[config.mk]
export PLATFORM = sky130hd
export DESIGN_NAME = pipe_hazard_unit
export DESIGN_NICKNAME = d
export VERILOG_FILES = /design/src/rtl/hz_pkg.sv /design/src/rtl/hz_fwd_pick.sv /design/src/rtl/hz_load_use.sv /design/src/rtl/hz_ctrl_fsm.sv /design/src/rtl/pipe_hazard_unit.sv
export SDC_FILE = /design/constraint.sdc
export NUM_CORES = 1
export LEC_CHECK = 0
export BUFFER_PORTS_ARGS = -buffer_cell sky130_fd_sc_hd__buf_4
export CORE_MARGIN = 3
export CORE_UTILIZATION = 30
export DETAILED_ROUTE_END_ITERATION = 8
export HOLD_SLACK_MARGIN = 0.08
export PLACE_DENSITY = 0.68
export SLEW_MARGIN = 0
export SYNTH_ARGS = -nofsm -noshare
export SYNTH_HDL_FRONTEND = slang
export SYNTH_SLANG_ARGS = --single-unit
[constraint.sdc]
create_clock -name clk -period 2.3 [get_ports clk]
set_clock_uncertainty 0.15 [all_clocks]
set_input_delay 0.575 -clock clk [delete_from_list [all_inputs] [get_ports clk]]
set_output_delay 0.575 -clock clk [all_outputs]
set_load 0.05 [all_outputs]
[src/rtl/hz_pkg.sv]
package hz_pkg;
    typedef enum logic [1:0] {
        FWD_REG = 2'b00,
        FWD_WB  = 2'b01,
        FWD_MEM = 2'b10
    } fwd_sel_e;

    typedef enum logic {
        S_FLOW   = 1'b0,
        S_REPLAY = 1'b1
    } hz_state_e;
endpackage

[src/rtl/hz_fwd_pick.sv]
module hz_fwd_pick #(
    parameter int AW = 5
) (
    input  logic [AW-1:0] src,
    input  logic [AW-1:0] mem_rd,
    input  logic          mem_we,
    input  logic [AW-1:0] wb_rd,
    input  logic          wb_we,
    output logic [1:0]    sel
);
    import hz_pkg::*;

    logic mem_hit;
    logic wb_hit;
    fwd_sel_e pick;

    always_comb begin
        mem_hit = mem_we && (mem_rd != '0) && (mem_rd == src);
        wb_hit  = wb_we  && (wb_rd  != '0) && (wb_rd  == src);
        if (mem_hit)     pick = FWD_MEM;
        else if (wb_hit) pick = FWD_WB;
        else             pick = FWD_REG;
    end

    assign sel = pick;
endmodule

[src/rtl/hz_load_use.sv]
module hz_load_use #(
    parameter int AW = 5
) (
    input  logic [AW-1:0] id_rs,
    input  logic [AW-1:0] id_rt,
    input  logic [AW-1:0] ex_rt,
    input  logic          ex_mem_read,
    output logic          hazard
);
    logic rs_match;
    logic rt_match;

    always_comb begin
        rs_match = (ex_rt == id_rs);
        rt_match = (ex_rt == id_rt);
        hazard   = ex_mem_read && (rs_match || rt_match);
    end
endmodule

[src/rtl/hz_ctrl_fsm.sv]
module hz_ctrl_fsm (
    input  logic clk,
    input  logic rst_n,
    input  logic hazard,
    input  logic branch_taken,
    output logic pc_we,
    output logic ifid_we,
    output logic ex_bubble,
    output logic ifid_flush
);
    import hz_pkg::*;

    hz_state_e state_q;
    hz_state_e state_d;
    logic      stall;

    // State register.
    always_ff @(posedge clk) begin
        if (!rst_n) state_q <= S_FLOW;
        else        state_q <= state_d;
    end

    // Transitions: T_HAZARD (S_FLOW -> S_REPLAY), T_RESUME (S_REPLAY -> S_FLOW).
    always_comb begin
        state_d = state_q;
        unique case (state_q)
            S_FLOW:   if (hazard) state_d = S_REPLAY;
            S_REPLAY: state_d = S_FLOW;
        endcase
    end

    // Outputs.
    always_comb begin
        stall = 1'b0;
        unique case (state_q)
            S_FLOW:   stall = hazard;
            S_REPLAY: stall = 1'b0;
        endcase
        pc_we      = !stall;
        ifid_we    = !stall;
        ex_bubble  = stall;
        ifid_flush = branch_taken && !stall;
    end
endmodule

[src/rtl/pipe_hazard_unit.sv]
module pipe_hazard_unit #(
    parameter int AW = 5
) (
    input  logic          clk,
    input  logic          rst_n,
    input  logic [AW-1:0] id_rs,
    input  logic [AW-1:0] id_rt,
    input  logic [AW-1:0] ex_rs,
    input  logic [AW-1:0] ex_rt,
    input  logic          ex_mem_read,
    input  logic [AW-1:0] mem_rd,
    input  logic          mem_reg_write,
    input  logic [AW-1:0] wb_rd,
    input  logic          wb_reg_write,
    input  logic          id_branch_taken,
    output logic [1:0]    fwd_a,
    output logic [1:0]    fwd_b,
    output logic          pc_we,
    output logic          ifid_we,
    output logic          ex_bubble,
    output logic          ifid_flush
);
    localparam int NOPS = 2;

    logic [AW-1:0] op_src [NOPS];
    logic [1:0]    op_sel [NOPS];
    logic          lu_hazard;

    assign op_src[0] = ex_rs;
    assign op_src[1] = ex_rt;

    for (genvar g = 0; g < NOPS; g++) begin : g_op
        hz_fwd_pick #(.AW(AW)) u_pick (
            .src    (op_src[g]),
            .mem_rd (mem_rd),
            .mem_we (mem_reg_write),
            .wb_rd  (wb_rd),
            .wb_we  (wb_reg_write),
            .sel    (op_sel[g])
        );
    end

    assign fwd_a = op_sel[0];
    assign fwd_b = op_sel[1];

    hz_load_use #(.AW(AW)) u_lu (
        .id_rs       (id_rs),
        .id_rt       (id_rt),
        .ex_rt       (ex_rt),
        .ex_mem_read (ex_mem_read),
        .hazard      (lu_hazard)
    );

    hz_ctrl_fsm u_fsm (
        .clk          (clk),
        .rst_n        (rst_n),
        .hazard       (lu_hazard),
        .branch_taken (id_branch_taken),
        .pc_we        (pc_we),
        .ifid_we      (ifid_we),
        .ex_bubble    (ex_bubble),
        .ifid_flush   (ifid_flush)
    );
endmodule

==> impl_metrics.py, run 1 <==
metrics = {
    "clocking": {
        "ctsHoldBuffers": 0,
        "clkLatencyLatePin_ps": 0,
        "clk_pin_slew_ps": 0,
    },
    "critical_path": {
        "r2r_slack_ps": 1010,
        "critPathCaptureType": "output port",
        "slowest_stage": "or4_4",
        "max_stage_delay_ps": 540,
        "cp_num_cells": 6,
        "crit_path_frequent_cell": "nor4_4",
        "crit_chain": "buf_8, or4_4, o21ai_4, nor4_4, nor4_4, buf_6",
        "critical_path_arrival_ps": 1890,
        "critPathMaxFanout": 3,
        "r2r-start": "u_fsm.state_q",
        "worstPathRequired_ps": 1570,
        "cp_top_family": "simple AND/OR/NAND/NOR gates",
        "crit_buf_inv": 2,
        "timing.rr.end": "u_fsm.state_q",
        "crit_type": "input port to output port",
        "reg2reg_depth": 5,
        "cp-start-kind": "input port",
    },
    "sta": {
        "fmax_mhz": 383,
        "period_share": 1.14,
        "finalCriticalPeriod_ps": 2610,
        "setup_ws_ps": -312,
        "rsz0062_at_grt": "yes",
        "hold-worst-slack_ps": 632,
        "timing.slew.headroom": 0.748,
        "worst_slew_pin_slew_ps": 375,
        "setup_viol": 7,
        "finalHoldViolations": 0,
        "maxSlewViolCount": 0,
    },
    "grt": {
        "grt_pass1_wl_um": 2640,
        "grt_usage": 0.171,
        "grt_pass1_vias": 631,
        "grt_max_degree": 5,
        "grt_overflow_total": 0,
        "antenna_found_initial": 0,
    },
    "floorplan": {
        "die_area_mm2": 0.00200,
        "ios": 44,
        "start_util": 0.333,
        "chipWidth_um": 44.7,
        "coreArea_mm2": 0.00135,
        "die_h_um": 44.7,
        "row_count": 13,
    },
    "synthesis": {
        "async_flop_share": 0,
        "ys_types": 17,
        "synth_edf_count": 0,
        "syn-num-nets": 91,
        "syn-cell-area_um2": 449,
        "synth_seq_cells": 1,
        "ys.flop_type": "dfxtp_1",
        "yosys_warnings": 0,
        "avgSynthCellArea_um2": 8.17,
        "ys_seq_area_frac": 0.0446,
        "postSynthCellCount": 55,
    },
    "final_layout": {
        "drive_gt1_frac": 0.705,
        "diodes": 0,
        "post-route-cell-area_mm2": 0.00114,
        "largest_reg_flops": 1,
        "nFillCells": 75,
        "reg_top3": "u_fsm.state_q: 1 flops",
        "nets": 150,
        "final_util": 0.842,
        "largest_register": "u_fsm.state_q",
        "area.growth.synth_to_final_pct": 153,
    },
    "power": {
        "pwr_density_cell_mw_per_mm2": 210,
        "p_leak_nw": 0.507,
        "vdd_drop_max_uv": 107,
    },
    "drt": {
        "ant_nets": 0,
        "drt_iter0_drc": 4,
        "viasPerCell": 4.75,
        "num_vias": 603,
        "drt_first_pass_iters": 4,
        "finalWirelength_um": 1900,
        "wl_per_cell_um": 15.0,
        "drc": 0,
    },
    "placement": {
        "dp_hpwl_um": 1380,
        "gp_congestion": 0.710,
        "io_buffers": 43,
        "dpl-instance-area_um2": 971,
    },
    "status": {
        "outcome": "finished with violations",
        "violations": "negative setup slack",
    },
    "job": {
        "max_cap_viol_count": 0,
    },
    "worst_hold_path": {
        "hold_path_class": "input port to flip-flop",
        "whs_endpoint": "u_fsm.state_q",
        "hold_path_depth": 2,
        "hp-start": "rst_n",
    },
}
[power breakdown]
| part | internal (mW) | total (mW) | switching, mW | leakage (nW) |
|---|---|---|---|---|
| registers | 0.0181 | 0.0182 | 0.000151 | 0.00807 |
| logic | 0.124 | 0.220 | 0.0961 | 0.499 |
| clock network | 0 | 0 | 0 | 0 |
[kinds of logic after synthesis]
group           count (synthesis)  synth area share
xor+xnor                       30             0.585
flops                           1            0.0446
simple gates                   17             0.267
buf+inv                         4            0.0585
compound gates                  3            0.0446
[through the flow]
step           setup slack [ps]  cells  TNS [ps]  total power [mW]
3_3_place_gp               -340    125     -1770             0.202
2_1_floorplan              -403     55     -1620             0.106
6_report                   -312    127     -1350             0.238
3_5_place_dp               -341    125     -1820             0.205
5_1_grt                    -369    127     -1880             0.251
4_1_cts                    -293    125      -961             0.228
[cells in the final DEF (no fill, tap or decap)]
| cell | count |
|---|---|
| and2_1 | 1 |
| and2_4 | 1 |
| buf_4 | 40 |
| buf_6 | 14 |
| buf_8 | 6 |
| clkinvlp_4 | 1 |
| dfxtp_1 | 1 |
| nand2_1 | 2 |
| nand3_1 | 2 |
| nand4_1 | 2 |
| nor2b_1 | 1 |
| nor4_4 | 4 |
| o21ai_1 | 1 |
| o21ai_4 | 1 |
| o22ai_4 | 1 |
| or4_1 | 1 |
| or4_4 | 3 |
| xnor2_1 | 8 |
| xnor2_2 | 8 |
| xor2_1 | 14 |
[synth_stat cells, types with 2 or more instances]
library cell	count	area share
xor2_1	14	0.27
nand4_1	2	0.028
nand2_1	2	0.017
xnor2_1	16	0.31
or4_1	3	0.050
nand3_1	2	0.022
buf_4	3	0.050
and2_1	2	0.028
nor4_1	2	0.028
nor4_2	2	0.056
[final cells by class]
type                            instances  area [um2]  share of cell area
Multi-Input combinational cell         50         542               0.477
Sequential cell                         1        20.0              0.0176
Tap cell                               15        18.8              0.0165
Inverter                                1        7.51             0.00661
Timing Repair Buffer                   60         548               0.482
[per-layer routing]
layer / vias up / GRT usage / share of wire
met1: 281 / 0.223 / 0.39
met2: 20 / 0.330 / 0.56
li1: 302 / - / -
met3: 0 / 0.00398 / 0.049
met5: - / 0 / 0
met4: 0 / 0 / 0
[what timing repair did]
item / CTS / global route
endpoints found under the setup margin: 8 / 8
gates resized for setup: 27 / 6
buffers inserted: 0 / 2
pin swaps: 12 / 0
[worst register-to-register path, cell delays in order, from the launching register on]
cell     delay (ps)
dfxtp_1         290
nor2b_1         200
nand2_1         130
o22ai_4         230
buf_6           130
and2_1          110
[worst max path at each step]
stage | from | to | slack (ps)
5_1_grt | mem_rd[1] | fwd_b[0] | -370
2_1_floorplan | ex_rt[4] | ifid_flush | -400
3_5_place_dp | ex_rt[0] | fwd_b[0] | -340
6_report | mem_rd[1] | fwd_b[0] | -310
4_1_cts | wb_rd[1] | fwd_b[0] | -290
3_3_place_gp | wb_rd[1] | fwd_a[0] | -340
Power figures use the tool's default switching activity.
==> run 2: changes to the inputs <==
CORE_AREA = 3 3 40 42   (was unset)
CORE_MARGIN = unset   (was 3)
CORE_UTILIZATION = unset   (was 30)
DIE_AREA = 0 0 43 45   (was unset)
PLACE_DENSITY = 0.75   (was 0.68)
==> run 2 against run 1 <==
The flow still finishes with violations (negative setup slack). Hold slack worse by 1.1 ps. Sequential share of layout area hardly changed. Combinational power is 3% higher. Final area is 2.1% higher. Via count is 3.2% higher. Largest cell class unchanged.
==> impl_metrics.py, run 2 (synthesis gave the netlist of run 1 again) <==
metrics = {
    "critical_path": {
        "worstPathRequired_ps": 1570,
        "slowest_stage": "or4_4",
        "max_stage_delay_ps": 550,
        "cp-start-kind": "input port",
        "critPathMaxFanout": 3,
        "crit_type": "input port to output port",
        "crit_chain": "buf_4, xor2_1, or4_4, nor4_4, buf_6",
        "critical_path_arrival_ps": 1910,
        "critPathCaptureType": "output port",
    },
    "grt": {
        "antenna_found_initial": 0,
        "grt_max_degree": 5,
        "grt_usage": 0.210,
        "grt_pass1_vias": 698,
        "grt_overflow_total": 0,
        "grt_pass1_wl_um": 3150,
    },
    "final_layout": {
        "regArea_um2": 20.0,
        "diodes": 0,
        "nets": 153,
        "nFillCells": 59,
        "reg_top3": "u_fsm.state_q: 1 flops",
        "area.growth.synth_to_final_pct": 158,
        "multi_input_area_um2": 542,
        "layout_commonest_cell": "buf_4",
        "largest_reg_flops": 1,
        "final_util": 0.903,
        "post-route-cell-area_mm2": 0.00116,
        "layout_common_cells": "buf_4, xor2_1, buf_6",
        "drive_gt1_frac": 0.713,
        "largest_register": "u_fsm.state_q",
    },
    "job": {
        "max_cap_viol_count": 0,
    },
    "sta": {
        "rsz0062_at_grt": "yes",
        "setup_tns_ps": -1600,
        "finalCriticalPeriod_ps": 2630,
        "worst_slew_pin_slew_ps": 332,
        "timing.slew.headroom": 0.777,
        "fmax_mhz": 380,
        "setup_viol": 8,
        "hold-worst-slack_ps": 631,
        "maxSlewViolCount": 0,
        "finalHoldViolations": 0,
        "period_share": 1.14,
        "setup_ws_ps": -330,
    },
    "drt": {
        "num_vias": 622,
        "ant_nets": 0,
        "finalWirelength_um": 2040,
        "drt_iter0_drc": 2,
        "viasPerCell": 4.78,
        "drc": 0,
        "wl_per_cell_um": 15.7,
        "drt_first_pass_iters": 3,
    },
    "clocking": {
        "clkLatencyLatePin_ps": 0,
        "clk_pin_slew_ps": 0,
    },
    "floorplan": {
        "die_area_mm2": 0.00194,
        "row_count": 13,
        "ios": 44,
        "die_h_um": 45,
        "chipWidth_um": 43,
        "start_util": 0.350,
        "coreArea_mm2": 0.00128,
    },
    "power": {
        "pwr_density_cell_mw_per_mm2": 211,
        "vdd_drop_max_uv": 114,
        "p_leak_nw": 0.522,
    },
    "worst_hold_path": {
        "hold_path_class": "input port to flip-flop",
    },
    "placement": {
        "place_ws_ps": -381,
        "gp_congestion": 0.731,
        "io_buffers": 43,
        "dpl-instance-area_um2": 971,
        "dp_hpwl_um": 1370,
    },
    "status": {
        "violations": "negative setup slack",
        "outcome": "finished with violations",
    },
}
run 2: changes by cell type in the layout (fill, tap and decap cells not counted):
cell / change
buf_8: -1
buf_6: -1
buf_4: +4
buf_12: +1
run 2: layout make-up:
class | instances | area share
flip-flops and latches | 1 | 0.0173
inverters | 1 | 0.00647
well taps | 15 | 0.0162
multi-input cells | 50 | 0.467
repair buffers | 63 | 0.493
run 2: timing repair:
| action | CTS | global route |
|---|---|---|
| hold buffers | 0 | 0 |
| resized for setup | 25 | 9 |
| endpoints found under the setup margin | 8 | 8 |
| pin swaps | 10 | 5 |
| buffers inserted | 3 | 3 |
run 2: power by group:
| group | total, mW | switching (mW) | internal [mW] |
|---|---|---|---|
| combinational | 0.226 | 0.0997 | 0.127 |
| clock | 0 | 0 | 0 |
| sequential | 0.0182 | 0.000118 | 0.0181 |
run 2: per-layer routing:
layer  global-route usage  vias up  share of wire
li1                     -      308              -
met1                0.252      287           0.37
met2                0.425       22           0.58
met3              0.00797        5          0.031
met4               0.0181        0          0.020
met5                    0        -              0
run 2: worst paths after layout:
| kind | startpoint | endpoint | slack, ps | depth (start not counted) |
|---|---|---|---|---|
| worst max-delay path | wb_rd[4] | fwd_b[0] | -330 | 5 |
| worst min-delay path | rst_n | u_fsm.state_q | 630 | 2 |
| worst max register to register | u_fsm.state_q | u_fsm.state_q | 960 | 6 |
| worst min register to register | u_fsm.state_q | u_fsm.state_q | 850 | 6 |
run 2: through the flow:
stage	cells	total power, mW
2_1_floorplan	55	0.106
3_3_place_gp	125	0.203
3_5_place_dp	125	0.205
4_1_cts	128	0.230
5_1_grt	130	0.257
6_report	130	0.244
run 2: worst max-delay path, delay by kind of cell:
| kind | cells | cell delay [ps] |
|---|---|---|
| and+or+nand+nor | 2 | 860 |
| buffers and inverters | 2 | 320 |
| xor gates and xnor gates | 1 | 140 |
